$ cat config.mk
export PLATFORM = sky130hd
export DESIGN_NAME = sdram_burst_colgen
export DESIGN_NICKNAME = d
export VERILOG_FILES = /design/src/rtl/sdram_colgen_pkg.sv /design/src/rtl/sdram_colgen_ctrl.sv /design/src/rtl/sdram_colgen_dp.sv /design/src/rtl/sdram_burst_colgen.sv
export SDC_FILE = /design/constraint.sdc
export NUM_CORES = 1
export LEC_CHECK = 0
export BUFFER_PORTS_ARGS = -buffer_cell sky130_fd_sc_hd__buf_2
export CORE_AREA = 2 2 74 76
export DETAILED_ROUTE_END_ITERATION = 6
export DIE_AREA = 0 0 76 78
export GPL_TIMING_DRIVEN = 0
export PLACE_DENSITY = 0.61
export REMOVE_ABC_BUFFERS = 1
export SYNTH_ARGS = -nofsm -noshare
export SYNTH_HDL_FRONTEND = slang
export SYNTH_HIERARCHICAL = 1
export SYNTH_SLANG_ARGS = --single-unit
$ cat constraint.sdc
create_clock -name clk -period 2.85 [get_ports clk]
set_input_delay 0.1425 -clock clk [delete_from_list [all_inputs] [get_ports clk]]
set_output_delay 0.1425 -clock clk [all_outputs]
set_load 0.01 [all_outputs]
$ cat src/rtl/sdram_colgen_pkg.sv
package sdram_colgen_pkg;

  // Burst-length codes; any other value is treated as one beat.
  typedef enum logic [2:0] {
    LEN_1    = 3'b000,
    LEN_2    = 3'b001,
    LEN_4    = 3'b010,
    LEN_8    = 3'b011,
    LEN_PAGE = 3'b111
  } lenCode_e;

  // Strobes from control to datapath.
  typedef struct packed {
    logic load;   // capture start column
    logic step;   // advance to next beat
    logic clear;  // burst over, park column at zero
    logic intlv;  // latched ordering of running burst
  } colStrobe_t;

endpackage

$ cat src/rtl/sdram_colgen_ctrl.sv
module sdram_colgen_ctrl
  import sdram_colgen_pkg::*;
#(
  parameter int COL_W = 8  // must be at least 3 so that 8-beat bursts fit
) (
  input  logic             clk,
  input  logic             rstN,
  input  logic             startStb,
  input  logic             termStb,
  input  logic [2:0]       lenSel,
  input  logic             intlvSel,
  output colStrobe_t       strb,
  output logic [COL_W-1:0] stepMask,
  output logic [COL_W-1:0] beatNext,
  output logic             beatValid,
  output logic             lastBeat
);

  localparam logic [COL_W-1:0] PAGE_MASK = {COL_W{1'b1}};
  localparam logic [COL_W-1:0] OCT_MASK  = COL_W'(7);

  logic             active;
  logic [COL_W-1:0] beatCnt;
  logic [COL_W-1:0] maskQ;
  logic             intlvQ;
  logic             fullPageQ;

  // Beat-index mask equals BL-1; a full page spans every column bit.
  function automatic logic [COL_W-1:0] lenToMask(input logic [2:0] code,
                                                 input logic il);
    case (code)
      LEN_2:    return COL_W'(1);
      LEN_4:    return COL_W'(3);
      LEN_8:    return OCT_MASK;
      LEN_PAGE: return il ? OCT_MASK : PAGE_MASK;
      default:  return '0;
    endcase
  endfunction

  assign lastBeat  = active && !fullPageQ && (beatCnt == maskQ);
  assign beatValid = active;
  assign stepMask  = maskQ;
  assign beatNext  = beatCnt + COL_W'(1);

  always_comb begin
    strb.load  = startStb;
    strb.clear = !startStb && (termStb || lastBeat);
    strb.step  = !startStb && !termStb && active && !lastBeat;
    strb.intlv = intlvQ;
  end

  always_ff @(posedge clk or negedge rstN) begin
    if (!rstN) begin
      active    <= 1'b0;
      beatCnt   <= '0;
      maskQ     <= '0;
      intlvQ    <= 1'b0;
      fullPageQ <= 1'b0;
    end else if (startStb) begin
      active    <= 1'b1;
      beatCnt   <= '0;
      maskQ     <= lenToMask(lenSel, intlvSel);
      intlvQ    <= intlvSel;
      fullPageQ <= (lenSel == LEN_PAGE) && !intlvSel;
    end else if (termStb) begin
      active    <= 1'b0;
    end else if (active) begin
      if (lastBeat) active <= 1'b0;
      else          beatCnt <= beatNext;
    end
  end

  // The beat index of a bounded burst stays inside its block.
  AST_BEAT_BOUND: assert property (@(posedge clk) disable iff (!rstN)
    active && !fullPageQ |-> (beatCnt & ~maskQ) == '0);

  // A full-page burst never flags a last beat.
  AST_PAGE_NO_LAST: assert property (@(posedge clk) disable iff (!rstN)
    fullPageQ && active |-> !lastBeat);

  // At most one datapath action per cycle.
  AST_ONE_ACTION: assert property (@(posedge clk) disable iff (!rstN)
    $countones({strb.load, strb.step, strb.clear}) <= 1);

endmodule

$ cat src/rtl/sdram_colgen_dp.sv
module sdram_colgen_dp
  import sdram_colgen_pkg::*;
#(
  parameter int COL_W = 8
) (
  input  logic             clk,
  input  logic             rstN,
  input  colStrobe_t       strb,
  input  logic [COL_W-1:0] stepMask,
  input  logic [COL_W-1:0] beatNext,
  input  logic [COL_W-1:0] startCol,
  output logic [COL_W-1:0] colOut
);

  logic [COL_W-1:0] colQ;
  logic [COL_W-1:0] baseQ;
  logic [COL_W-1:0] colInc;
  logic [COL_W-1:0] seqNext;
  logic [COL_W-1:0] intlvNext;

  assign colInc    = colQ + COL_W'(1);
  assign intlvNext = baseQ ^ (beatNext & stepMask);

  // Sequential wrap: masked bits take the incremented value, the rest hold.
  for (genvar i = 0; i < COL_W; i++) begin : g_seqBit
    assign seqNext[i] = stepMask[i] ? colInc[i] : colQ[i];
  end

  always_ff @(posedge clk or negedge rstN) begin
    if (!rstN) begin
      colQ  <= '0;
      baseQ <= '0;
    end else if (strb.load) begin
      colQ  <= startCol;
      baseQ <= startCol;
    end else if (strb.clear) begin
      colQ  <= '0;
    end else if (strb.step) begin
      colQ  <= strb.intlv ? intlvNext : seqNext;
    end
  end

  assign colOut = colQ;

  AST_LOAD_COL: assert property (@(posedge clk) disable iff (!rstN)
    strb.load |=> colQ == $past(startCol));

  AST_UPPER_FIXED: assert property (@(posedge clk) disable iff (!rstN)
    strb.step |=> ((colQ ^ $past(colQ)) & ~$past(stepMask)) == '0);

  AST_INTLV_XOR: assert property (@(posedge clk) disable iff (!rstN)
    strb.step && strb.intlv |=> (colQ ^ baseQ) == $past(beatNext & stepMask));

endmodule

$ cat src/rtl/sdram_burst_colgen.sv
module sdram_burst_colgen
  import sdram_colgen_pkg::*;
#(
  parameter int COL_W = 8
) (
  input  logic             clk,
  input  logic             rstN,
  input  logic             startStb,
  input  logic [COL_W-1:0] startCol,
  input  logic             termStb,
  input  logic [2:0]       lenSel,
  input  logic             intlvSel,
  output logic [COL_W-1:0] colOut,
  output logic             beatValid,
  output logic             lastBeat
);

  colStrobe_t       strb;
  logic [COL_W-1:0] stepMask;
  logic [COL_W-1:0] beatNext;

  sdram_colgen_ctrl #(.COL_W(COL_W)) u_ctrl (
    .clk       (clk),
    .rstN      (rstN),
    .startStb  (startStb),
    .termStb   (termStb),
    .lenSel    (lenSel),
    .intlvSel  (intlvSel),
    .strb      (strb),
    .stepMask  (stepMask),
    .beatNext  (beatNext),
    .beatValid (beatValid),
    .lastBeat  (lastBeat)
  );

  sdram_colgen_dp #(.COL_W(COL_W)) u_dp (
    .clk      (clk),
    .rstN     (rstN),
    .strb     (strb),
    .stepMask (stepMask),
    .beatNext (beatNext),
    .startCol (startCol),
    .colOut   (colOut)
  );

  AST_IDLE_ZERO: assert property (@(posedge clk) disable iff (!rstN)
    !beatValid |-> colOut == '0 && !lastBeat);

  AST_START_VALID: assert property (@(posedge clk) disable iff (!rstN)
    startStb |=> beatValid);

  AST_LAST_ENDS: assert property (@(posedge clk) disable iff (!rstN)
    lastBeat && !startStb |=> !beatValid);

  AST_TERM_HALTS: assert property (@(posedge clk) disable iff (!rstN)
    termStb && !startStb |=> !beatValid);

endmodule

After elaboration in Yosys (flattened, before gate mapping)
Index checks and enable logic that the tools add are counted.
- register bits after elaboration: 35
- bits in latches: 0
- RAM bits: 0
- memory bits (read-only): 0
- input bits: 16
- output and inout port bits: 10
- word-level logic and storage cells: 79
- memories kept: 0
- add/subtract/negate cells: 2
- multipliers: 0
- divide/modulo/power cells: 0
- $lt $le $gt $ge: 0
- equality and inequality tests: 7
- shift operators: 0
- mux-type cells: 22
- bitwise operators: 2
- reduce and logical (&&, ||, !) cells: 32
- operator list (cell ; number):
    2-to-1 mux 8 bit ; 9
    case mux 8 bit (4 select lines) ; 1
    nonzero test 4 bit ; 8
    adder 8 x 1 -> 8 bit (second input constant) ; 2
    AND reduction 2 bit ; 8
    2-to-1 mux 1 bit ; 12
    bitwise AND 8 bit ; 1
    equality test 8 bit ; 1
    XOR 8 bit ; 1
    logical AND 1 bit ; 7
    equality test 3 x 2 -> 1 bit (second input constant) ; 2
    zero test 1 bit ; 5
    inequality test 2 bit (second input constant) ; 2
    equality test 3 x 1 -> 1 bit (second input constant) ; 1
    equality test 3 bit (second input constant) ; 1
    AND reduction 3 bit ; 1
    nonzero test 3 bit ; 1
    nonzero test 2 bit ; 1
    logical OR 1 bit ; 1

Logic depth before layout (Yosys ltp)
Gate-level depths: netlist of the first run.
- word-level depth: 8
- gate-level depth with buffers: 9
- depth with buffers taken out: 8

Cells and area by module
Netlist of the first run, hierarchy kept.
- by module, submodules not included (module ; times used ; cells an instance ; area each (µm²) ; sequential area each (µm²)):
    sdram_colgen_dp ; 1 ; 128 ; 1068.5 ; 400.4
    sdram_colgen_ctrl ; 1 ; 101 ; 935.9 ; 350.3

Worst setup path after synthesis of the first run
Ideal clock, no wire load.
- path kind: register -> register
- from: reg u_ctrl.beatCnt[4]
- to: reg u_dp.colQ[5], in the netlist u_dp/colOut[5]
- setup time: 140 ps
- data arrival time: 2101 ps
- data required time: 2710 ps
- slack: 609 ps
- cell stages (with the launch flop): 10
- buffers on the path: 1
- period minus slack after synthesis: 2241 ps
- cells stage by stage: dfrtp_1 clkbuf_1 and3_1 a22o_1 and2_2 nor3_1 nand2_1 a211o_1 a32oi_1 a41oi_1
- RTL lines (item ; RTL line ; source):
    start, declared ; sdram_colgen_ctrl.sv:23 ; logic [COL_W-1:0] beatCnt;
    start signal, assigned ; sdram_colgen_ctrl.sv:69 ; else beatCnt <= beatNext;
    end signal, assigned ; sdram_colgen_dp.sv:34 ; colQ <= startCol;
    end signal, assigned ; sdram_colgen_dp.sv:39 ; colQ <= strb.intlv ? intlvNext : seqNext;
    end, declared ; sdram_colgen_dp.sv:15 ; logic [COL_W-1:0] colQ;

==> metrics.md, run 1 <==
| Metric | Value |
|---|---|
| FMAX | `approximately 400 MHz` |
| Setup TNS | `0 ns` |
| CP Launch Type | `flop` |
| Sw Pwr | `0.0003137 W` |
| Initial Utilization | `just under 40%` |
| Clock power frac | `31.1%` |
| P&R area growth vs syn | `11.05%` |
| Fin crit share | `about nine tenths` |
| Inst Count DP | `roughly 310` |
| Vias in the first global route | `~1400` |
| Max cap viols | `0` |
| Number of enable flip-flop cells after synthesis | `0` |
| Mapped cell area | `approximately 2000 um^2` |
| Synthesis-stage register bit count | `30` |
| Status | `complete, no violations` |
| Chip Width | `76 um` |
| Clk root buf | `clkbuf_8` |
| Routed vias | `roughly 1700` |
| GRT overflow | `0` |
| Power Density | `between 400 and 500 nW/um^2` |
| CTS max path bufs | `2` |
| Routed vias/inst | `around 5.2` |
| Initial antenna violation count | `0` |
| Largest net degree at the start of global routing | `44` |
| Yosys cell types | `49` |
| Part of the power in registers | `~50%` |
| Die height | `about 80 um` |
| Leakage Power | `around 0.95 nW` |
| Initial DRC count | `~100` |
| Setup-failing EPs final | `0` |
| Commonest non-fill, non-tap cell in the layout | `dfrtp_1` |
| Clock sink count | `30` |
| Cell count after synthesis | `between 200 and 250` |
| DR WL/cell | `13.15 um` |
| Nets@finish | `between 200 and 300` |
| CP Class | `reg -> reg` |
| RSZ-0062 raised after global routing | `no` |
| Core area | `5042 um^2` |
| First-pass GRT wire length | `around 7 mm` |
| # IOs | `26` |
| CTS Buf Count | `5` |
| H-tree depth | `2` |
| DRT antenna net count | `0` |
| Slew headroom | `between 40% and 50%` |
| Clock transition at the registers of the reported paths | `~0.070 ns` |
| Number of synthesis warnings | `6` |
| Avg Inst Size Synth | `8.753 um^2` |
| DP HPWL | `approximately 2.9 mm` |
| Worst Hold Class | `in -> reg` |
| Worst Path Max Fanout | `19` |
| Most frequent cells in the layout | `dfrtp_1 (30), o21ai_0 (26), buf_2 (25)` |
| Share of layout cells above drive strength 1 | `roughly a fifth` |
| Final hold violation count | `0` |
| Slew @ Worst Pin | `~0.80 ns` |
| Combinational power share | `19.4%` |
| Total track usage | `14.65%` |
| Pwr Total | `a little over 0.001 W` |
| Pins Over Slew Limit | `0` |
| Final min period | `about 2.6 ns` |
| Post-Route WL | `roughly 4.2 mm` |
| Worst Clk Skew | `0.008354 ns` |
| Synth Flop Type | `dfrtp_1` |
| Routability-driven placement congestion ratio | `0.8214` |
| Row cnt | `26` |
| Layout Cells excl Fill | `around 320` |
| Max VDD drop | `0.3394 mV` |
| Port Buf Inserts | `25` |
| Seq/Total Area, Yosys | `between 30 and 40%` |
| Clock Latency Late Sink | `0.28 ns` |
| Worst Setup End Kind | `flop` |
| Sw Ratio | `between 30% and 40%` |
| Critical Path AT | `between 2 and 3 ns` |
| 1st-pass router iterations | `4` |
| Layout fillers | `505` |
| Die ar. | `slightly below 6000 um^2` |
| Cell-internal power | `0.0007195 W` |
| Worst Path Required | `about 3.0 ns` |
| CTS tree | `yes` |
| Number of diodes | `0` |
| Ys async rst share | `100.0%` |
| Drt drc | `0` |
## sequential cells by signal, summed over array words and instances (netlist names)
register	flops
u_ctrl/beatCnt	8
u_ctrl/beatValid	1
u_ctrl/intlvQ	1
u_ctrl/stepMask	4
u_dp/baseQ	8
u_dp/colOut	8
## routing by layer
| layer | track usage [%] | wire [um] | up-vias | part of all wire [%] |
|---|---|---|---|---|
| met5 | 0 | 0 | - | 0 |
| met4 | 3.273 | 31 | 0 | 0.74 |
| met3 | 3.837 | 143 | 5 | 3.4 |
| met2 | 21.70 | 1839 | 25 | 44 |
| met1 | 21.38 | 2154 | 792 | 52 |
| li1 | - | - | 835 | - |
## cells in the mapped netlist (all sizes together), types with 4 or more instances
| cell type | number | area [um^2] |
|---|---|---|
| a21oi | 8 | 43.79 |
| and2 | 4 | 27.52 |
| buf | 14 | 96.34 |
| clkbuf | 4 | 15.01 |
| dfrtp | 30 | 750.7 |
| inv | 16 | 60.06 |
| mux2 | 6 | 67.56 |
| nand2 | 20 | 75.07 |
| nand2b | 5 | 31.28 |
| nand3 | 12 | 60.06 |
| nand4 | 6 | 37.54 |
| nor2 | 11 | 60.06 |
| nor2b | 7 | 43.79 |
| nor3 | 5 | 25.02 |
| o21ai | 27 | 135.1 |
| xnor2 | 8 | 70.07 |
| xor2 | 6 | 52.55 |
## through the flow
step / instance area (um^2) / hold WS (ns) / setup slack, ns / utilization (%)
2_1_floorplan: 1893 / -0.1531 / 0.04742 / -
3_3_place_gp: 2106 / 0.2247 / -0.6088 / 41.76
3_5_place_dp: 2106 / 0.2348 / -0.6480 / 41.76
4_1_cts: 2203 / 0.09676 / 0.1241 / 43.70
5_1_grt: 2226 / 0.1114 / 0.08854 / 44.14
6_report: 2226 / 0.1043 / 0.2984 / 44.14
## kinds of logic (layout without fill, tap and decap cells)
logic type / Yosys count / after routing / synth area share, %
buf+inv: 34 / 52 / 8.552
flops: 30 / 30 / 37.45
simple gates: 83 / 83 / 23.41
compound gates: 56 / 56 / 17.85
mux: 9 / 9 / 4.869
xor+xnor: 14 / 14 / 6.117
fa+ha+maj: 3 / 3 / 1.748
## cell type report
| type | count | area [um^2] | area share [%] |
|---|---|---|---|
| well taps | 70 | 87.58 | 3.935 |
| inverters | 16 | 60.06 | 2.698 |
| flip-flops and latches | 30 | 750.7 | 33.73 |
| multi-input cells | 165 | 1094 | 49.13 |
| clock buffers | 7 | 76.32 | 3.429 |
| repair buffers | 29 | 157.7 | 7.083 |
## worst max-delay path, stage by stage, from the launching register on
cell	delay, ns
dfrtp_1	0.59
or3b_4	0.48
nor4_4	0.38
a21oi_1	0.11
nor2_1	0.30
nor2_8	0.10
and2_2	0.27
o2111ai_1	0.08
nand4_1	0.13
## power by group through the flow
stage / clock network, W / registers [W] / logic [W]
6_report: 0.000321 / 0.000511 / 0.000201
2_1_floorplan: 0 / 0.000511 / 0.000122
3_3_place_gp: 0 / 0.000518 / 0.000191
4_1_cts: 0.000335 / 0.000511 / 0.000198
3_5_place_dp: 0 / 0.000519 / 0.000194
5_1_grt: 0.000349 / 0.000519 / 0.000226
## path summary, 6_finish.rpt
path	start	end	slack (ns)	cells after the start
worst max-delay path	u_ctrl/stepMask[6]	u_dp/colOut[4]	0.30	8
worst min-delay path	startCol[2]	u_dp/baseQ[2]	0.10	3
worst max register to register	u_ctrl/stepMask[6]	u_dp/colOut[4]	0.30	8
worst min register to register	u_dp/baseQ[7]	u_dp/baseQ[7]	0.54	1
max in group asynchronous	rstN	u_dp/baseQ[1]	1.94	2
min in group asynchronous	rstN	u_ctrl/beatValid	0.44	2
## timing repair
action / 4_1_cts / 5_1_grt
endpoints found under the hold margin: 30 / 0
pin swaps: 0 / 1
gates resized for setup: 2 / 0
buffers inserted: 0 / 3
hold buffers: 1 / 0
setup endpoints to repair: 8 / 1
Power figures use the tool's default switching activity.
==> run 2: changes to the inputs <==
- PLACE_DENSITY: 0.61 -> 0.57
==> run 2 against run 1 <==
- count of clock-buffer cells in the layout is 2 lower
- non-clock buffer count stayed put
- critical path depth stayed put
- sequential share of layout area is 0.49 points lower
- design area is 1.5% higher
- setup slack worse by 0.050 ns
- cell count is 0.32% higher
- critical path type unchanged
- largest cell class unchanged
==> metrics.md, run 2 (synthesis results as in run 1) <==
| Metric | Value |
|---|---|
| Status | `complete, no violations` |
| Worst path slowest cell | `dfrtp_1` |
| P&R area growth vs syn | `12.67%` |
| Max cap viols | `0` |
| Post-layout util | `between 40 and 50%` |
| Final hold slack | `0.07962 ns` |
| Cell-internal power | `0.0008085 W` |
| Worst Hold Class | `in -> reg` |
| Die ar. | `between 5000 and 6000 um^2` |
| Initial DRC count | `110` |
| CTS tree | `yes` |
| Sw Ratio | `29.47%` |
| Port Buf Inserts | `25` |
| Inst Count DP | `roughly 310` |
| DR WL/cell | `about 14 um` |
| Slew headroom | `45.33%` |
| Post-Route WL | `between 4 and 5 mm` |
| Top Layer Used | `met4` |
| M1 WL | `roughly 2.2 mm` |
| Worst Path Required | `slightly above 3 ns` |
| Metal2 WL | `just under 2 mm` |
| Drt drc | `0` |
| Clock Latency Late Sink | `between 0.2 and 0.3 ns` |
| Share of layout cells above drive strength 1 | `a little over a fifth` |
| Worst Path Max Fanout | `19` |
| Setup TNS | `0 ns` |
| Critical Path AT | `between 2 and 3 ns` |
| Largest net degree at the start of global routing | `44` |
| H-tree depth | `2` |
| Initial Utilization | `between 30% and 40%` |
| Nets@finish | `between 200 and 300` |
| Core area | `approximately 5000 um^2` |
| CP Class | `reg -> reg` |
| CP Cell Sequence | `or3b_4 -> nor4_4 -> a21oi_1 -> nor2_1 -> nor2_8 -> and2_2 -> o2111ai_1 -> nand4_1` |
| Pins Over Slew Limit | `0` |
| Combinational power share | `between 15 and 20%` |
| Worst Clk Skew | `approximately 0.0068 ns` |
| CTS max path bufs | `2` |
| DRT antenna net count | `0` |
| Max stage delay on crit path | `between 0.6 and 0.7 ns` |
| Slew @ Worst Pin | `slightly above 0.8 ns` |
| Most frequent cells in the layout | `dfrtp_1 (30), o21ai_0 (26), buf_2 (25)` |
| Setup-failing EPs final | `0` |
| RSZ-0062 raised after global routing | `no` |
| FMAX | `384.4 MHz` |
| Die height | `roughly 78 um` |
| DR WL met3 | `around 150 um` |
| Family with the most delay on the worst path | `simple AND/OR/NAND/NOR gates` |
| Number of diodes | `0` |
| # IOs | `26` |
| CP Launch Type | `flop` |
| First-pass GRT wire length | `approximately 7.4 mm` |
| Routed vias | `between 1500 and 2000` |
| DP HPWL | `2.980 mm` |
| Routability-driven placement congestion ratio | `a little under 0.8` |
| Final min period | `2.601 ns` |
| Clock transition at the registers of the reported paths | `around 0.07 ns` |
| Max VDD drop | `0.2515 mV` |
| Chip Width | `between 70 and 80 um` |
| Worst Setup End Kind | `flop` |
| Total track usage | `~16%` |
| Buf/Inv on CP | `0` |
| Post-placement cell area | `~2100 um^2` |
| Final hold violation count | `0` |
| Power Density | `507.6 nW/um^2` |
| Initial antenna violation count | `0` |
| Fin crit share | `between 90% and 100%` |
| Layout Cells excl Fill | `318` |
| Vias in the first global route | `around 1600` |
| Row cnt | `26` |
| 1st-pass router iterations | `4` |
| Clock power frac | `37.9%` |
| Sw Pwr | `between 0.0003 and 0.0004 W` |
| Clock sink count | `30` |
| GRT overflow | `0` |
| Commonest non-fill, non-tap cell in the layout | `dfrtp_1` |
| Finished layout cell area | `approximately 2300 um^2` |
| Part of the power in registers | `between 40 and 50%` |
| Leakage Power | `about 0.97 nW` |
| Routed vias/inst | `approximately 5.2` |
| Clk root buf | `clkbuf_8` |
| CTS Buf Count | `5` |
## run 2: cell count changes in the layout (fill, tap and decap cells not counted), sizes merged
cell | before | now
bufinv | 0 | 1
clkinv | 0 | 2
clkbuf | 7 | 5
## run 2: through the flow
| stage | power, W | setup WS (ns) |
|---|---|---|
| after detailed placement | 0.0007151 | -0.2463 |
| after global placement | 0.0007110 | -0.8517 |
| after CTS | 0.001156 | 0.008656 |
| final | 0.001146 | 0.2487 |
| after floorplan | 0.0006330 | 0.04742 |
| after global routing | 0.001204 | 0.09874 |
## run 2: area by class of cell
type	instances	area [um^2]
Fill cell	506	2784
Multi-Input combinational cell	165	1094
Sequential cell	30	750.7
Timing Repair Buffer	29	157.7
Tap cell	70	87.58
Clock buffer	5	68.82
Inverter	16	60.06
Clock inverter	3	40.04
## run 2: repair_timing
item,CTS,global route
endpoints found under the setup margin,1,2
hold buffers,1,0
buffers inserted,0,3
endpoints found under the hold margin,30,0
pin swaps,0,1
resized for setup,1,0
## run 2: power by group through the flow
stage | clock (W) | combinational [W] | sequential, W
finish | 0.000435 | 0.000201 | 0.000511
CTS | 0.000445 | 0.000200 | 0.000512
floorplan | 0 | 0.000122 | 0.000511
detailed placement | 0 | 0.000195 | 0.000520
global placement | 0 | 0.000193 | 0.000518
global route | 0.000457 | 0.000228 | 0.000519
## run 2: worst paths after layout
| check | from | endpoint | slack, ns | cells past startpoint |
|---|---|---|---|---|
| worst max-delay path | u_ctrl/stepMask[6] | u_dp/colOut[4] | 0.25 | 8 |
| worst min-delay path | startCol[4] | u_dp/colOut[4] | 0.08 | 3 |
| worst max register to register | u_ctrl/stepMask[6] | u_dp/colOut[4] | 0.25 | 8 |
| worst min register to register | u_dp/baseQ[1] | u_dp/baseQ[1] | 0.54 | 2 |
| max in group asynchronous | rstN | u_dp/baseQ[6] | 1.98 | 2 |
| min in group asynchronous | rstN | u_ctrl/beatCnt[2] | 0.43 | 2 |
## run 2: metal layers
layer  global-route usage [%]  vias up
li1                         -      837
met1                    20.79      782
met2                    25.45       36
met3                    3.605        7
met4                    4.909        0
met5                        0        -
## run 2: tightest hold or removal path, delay by kind of cell
family / cells / cell delay, ns
buf+inv: 1 / 0.07
simple gates: 2 / 0.12
==> run 3: changes to the inputs <==
- PLACE_DENSITY: 0.57 -> 0.56
- SYNTH_HIERARCHICAL: 1 -> unset
==> run 3 against run 2 <==
- maximum frequency grew 27%
- routed wire length grew 0.43%
- synthesized cell count is 6.1% lower
- hold slack worse by 0.0034 ns
- total power shrank 3.6%
- setup slack gained 0.55 ns
- global-route usage grew 1.2 points
- cell count shrank 3.8%
- register-to-register slack improved by 0.57 ns
- die area stayed put
- clock skew is essentially flat
- area after synthesis down 1.2%
- largest power group unchanged
- highest routed layer unchanged
==> metrics.md, run 3 <==
| Metric | Value |
|---|---|
| Status | `complete, no violations` |
| # IOs | `26` |
| Cell-internal power | `~0.00077 W` |
| CP Launch Type | `flop` |
| GRT overflow | `0` |
| Clock sink count | `31` |
| CP Class | `reg -> out` |
| Layout Cells excl Fill | `a little over 300` |
| H-tree depth | `2` |
| RSZ-0062 raised after global routing | `no` |
| Clock transition at the registers of the reported paths | `~0.07 ns` |
| Buf/Inv on CP | `1` |
| Drt drc | `0` |
| Seq/Total Area, Yosys | `between 30% and 40%` |
| Yosys top cell area share | `approximately two fifths` |
| Core area | `5042 um^2` |
| Total track usage | `between 10% and 20%` |
| Clock power frac | `between 30% and 40%` |
| Routability-driven placement congestion ratio | `between 0.7 and 0.8` |
| First-pass GRT wire length | `7.817 mm` |
| Routed vias/inst | `roughly 5.2` |
| Slew @ Worst Pin | `between 0.6 and 0.7 ns` |
| Power Density | `between 400 and 500 nW/um^2` |
| Chip Width | `76 um` |
| Avg Inst Size Synth | `9.212 um^2` |
| Worst Hold Class | `in -> reg` |
| Port Buf Inserts | `25` |
| Layout fillers | `approximately 510` |
| Synth Flop Type | `dfrtp_1` |
| Pwr Total | `approximately 0.0011 W` |
| Most instantiated library cell after synthesis | `dfrtp_1` |
| Slew headroom | `a little over half` |
| Fin crit share | `71.88%` |
| Share of layout cells above drive strength 1 | `between 20% and 30%` |
| Number of diodes | `0` |
| Finished layout cell area | `approximately 2200 um^2` |
| Die height | `78 um` |
| Row cnt | `26` |
| CTS max path bufs | `2` |
| Setup-failing EPs final | `0` |
| P&R area growth vs syn | `12.13%` |
| Commonest non-fill, non-tap cell in the layout | `dfrtp_1` |
| Max VDD drop | `0.1819 mV` |
| Clk root buf | `clkbuf_8` |
| CP Cell Sequence | `nand2_1 -> nor4_4 -> and2_4 -> buf_2` |
| Worst Path Required | `around 2.7 ns` |
| Post-placement cell area | `roughly 2100 um^2` |
| Multi-input gate area | `approximately 1100 um^2` |
| Final min period | `~2.0 ns` |
| Synth top area cells | `dfrtp_1 (39%), xnor2_1 (5.3%), o21ai_0 (5.1%), nand2_1 (3.8%), inv_1 (3.2%)` |
| Yosys cell types | `54` |
| CTS tree | `yes` |
| Number of synthesis warnings | `0` |
| Family with the most delay on the worst path | `simple AND/OR/NAND/NOR gates` |
| Critical Path AT | `1.91 ns` |
| DRT antenna net count | `0` |
| Routed vias | `about 1600` |
| Post-Place Worst Slack | `about 0.81 ns` |
| Cell taking the most area after synthesis | `dfrtp_1` |
| Worst Setup End Kind | `output pin` |
| Cell count after synthesis | `approximately 220` |
| 1st-pass router iterations | `4` |
| DP HPWL | `around 3.1 mm` |
| FMAX | `slightly below 500 MHz` |
| Post-Route WL | `approximately 4.4 mm` |
| Synthesis-stage register bit count | `31` |
| Most frequent cells in the layout | `dfrtp_1 (31), buf_2 (25), nand2_1 (20), o21ai_0 (20), inv_1 (17)` |
| Largest net degree at the start of global routing | `38` |
| Top post-synthesis cells by count | `dfrtp_1 (31), nand2_1 (20), o21ai_0 (20), inv_1 (17), nor2_1 (15)` |
| Setup TNS | `0 ns` |
| Worst Path Max Fanout | `16` |
| Final hold violation count | `0` |
| Worst Clk Skew | `0.006554 ns` |
| Final setup margin | `0.8013 ns` |
| Leakage Power | `0.9408 nW` |
| Mapped cell area | `roughly 2000 um^2` |
| Pins Over Slew Limit | `0` |
| Initial antenna violation count | `0` |
| Initial Utilization | `between 30% and 40%` |
| Part of the power in registers | `47.5%` |
| Sw Pwr | `0.0003376 W` |
| CTS Buf Count | `5` |
| Max cap viols | `0` |
| Worst path slowest cell | `dfrtp_1` |
| Inst Count DP | `roughly 300` |
| Ys async rst share | `100.0%` |
| Vias in the first global route | `roughly 1600` |
| Combinational power share | `20.2%` |
| Sw Ratio | `a little over 30%` |
| Storage element area | `about 780 um^2` |
| DR WL/cell | `around 14 um` |
| Die ar. | `5928 um^2` |
| Nets@finish | `255` |
| Number of enable flip-flop cells after synthesis | `0` |
| Initial DRC count | `144` |
| Clock Latency Late Sink | `between 0.2 and 0.3 ns` |
| Max stage delay on crit path | `0.66 ns` |
==> run 3: changes by cell type after synthesis, sizes merged, moves of 5 or more <==
cell,change
buf,-8
nor2b,-6
o21ai,-6
a211oi,+5
nand3,-5
==> run 3: cell families after synthesis <==
family	share of synthesized area, %
AO/OA/AOI/OAI	21.04
XOR/XNOR	7.517
adder cells (fa/ha/maj)	2.401
buffers and inverters	6.759
flip-flops	39.17
multiplexers	4.611
AND/OR/NAND/NOR	18.51
==> run 3: worst min-delay path, stage by stage <==
cell,delay (ns)
buf_2,0.08
nand2_1,0.05
o21ai_0,0.06
==> run 3: path summary, 6_finish.rpt <==
check                            startpoint                end  slack (ns)  cells past startpoint
setup / recovery           u_ctrl.beatValid           lastBeat        0.80                      4
hold / removal                  startCol[1]      u_dp.baseQ[1]        0.08                      3
setup reg to reg           u_ctrl.beatValid     u_dp.colOut[6]        0.82                      5
hold reg to reg               u_dp.baseQ[7]      u_dp.baseQ[7]        0.55                      2
max in group asynchronous              rstN     u_dp.colOut[6]        1.97                      2
min in group asynchronous              rstN  u_ctrl.beatCnt[1]        0.43                      2
==> run 3: final cells by class <==
| class | instances | area share [%] |
|---|---|---|
| Multi-Input combinational cell | 155 | 48.23 |
| Inverter | 17 | 2.873 |
| Clock buffer | 6 | 3.718 |
| Clock inverter | 1 | 0.2254 |
| Timing Repair Buffer | 26 | 6.085 |
| Sequential cell | 31 | 34.93 |
| Tap cell | 70 | 3.944 |
==> run 3: power groups by stage <==
stage | sequential, W | clock [W] | combinational [W]
finish | 0.000525 | 0.000357 | 0.000223
global route | 0.000533 | 0.000387 | 0.000256
CTS | 0.000525 | 0.000368 | 0.000228
detailed placement | 0.000533 | 0 | 0.000225
global placement | 0.000532 | 0 | 0.000224
floorplan | 0.000525 | 0 | 0.000148
==> run 3: per-stage QoR <==
step | hold slack [ns] | utilization (%)
detailed placement | 0.2387 | 42.11
CTS | 0.07518 | 44.04
global placement | 0.2333 | 42.11
global route | 0.09181 | 44.04
finish | 0.07626 | 44.04
floorplan | -0.1531 | -
==> run 3: routing by layer <==
metal | track usage, % | vias to the layer above | share of wire (%)
met1 | 22.79 | 740 | 48
met2 | 26.07 | 30 | 47
met5 | 0 | - | 0
met3 | 4.535 | 4 | 3.6
li1 | - | 807 | -
met4 | 6.000 | 0 | 1.3
==> run 3: what timing repair did <==
action / in CTS / in global routing
endpoints found under the hold margin: 31 / 0
resized for setup: 0 / 0
setup buffers: 0 / 0
hold buffers: 1 / 0
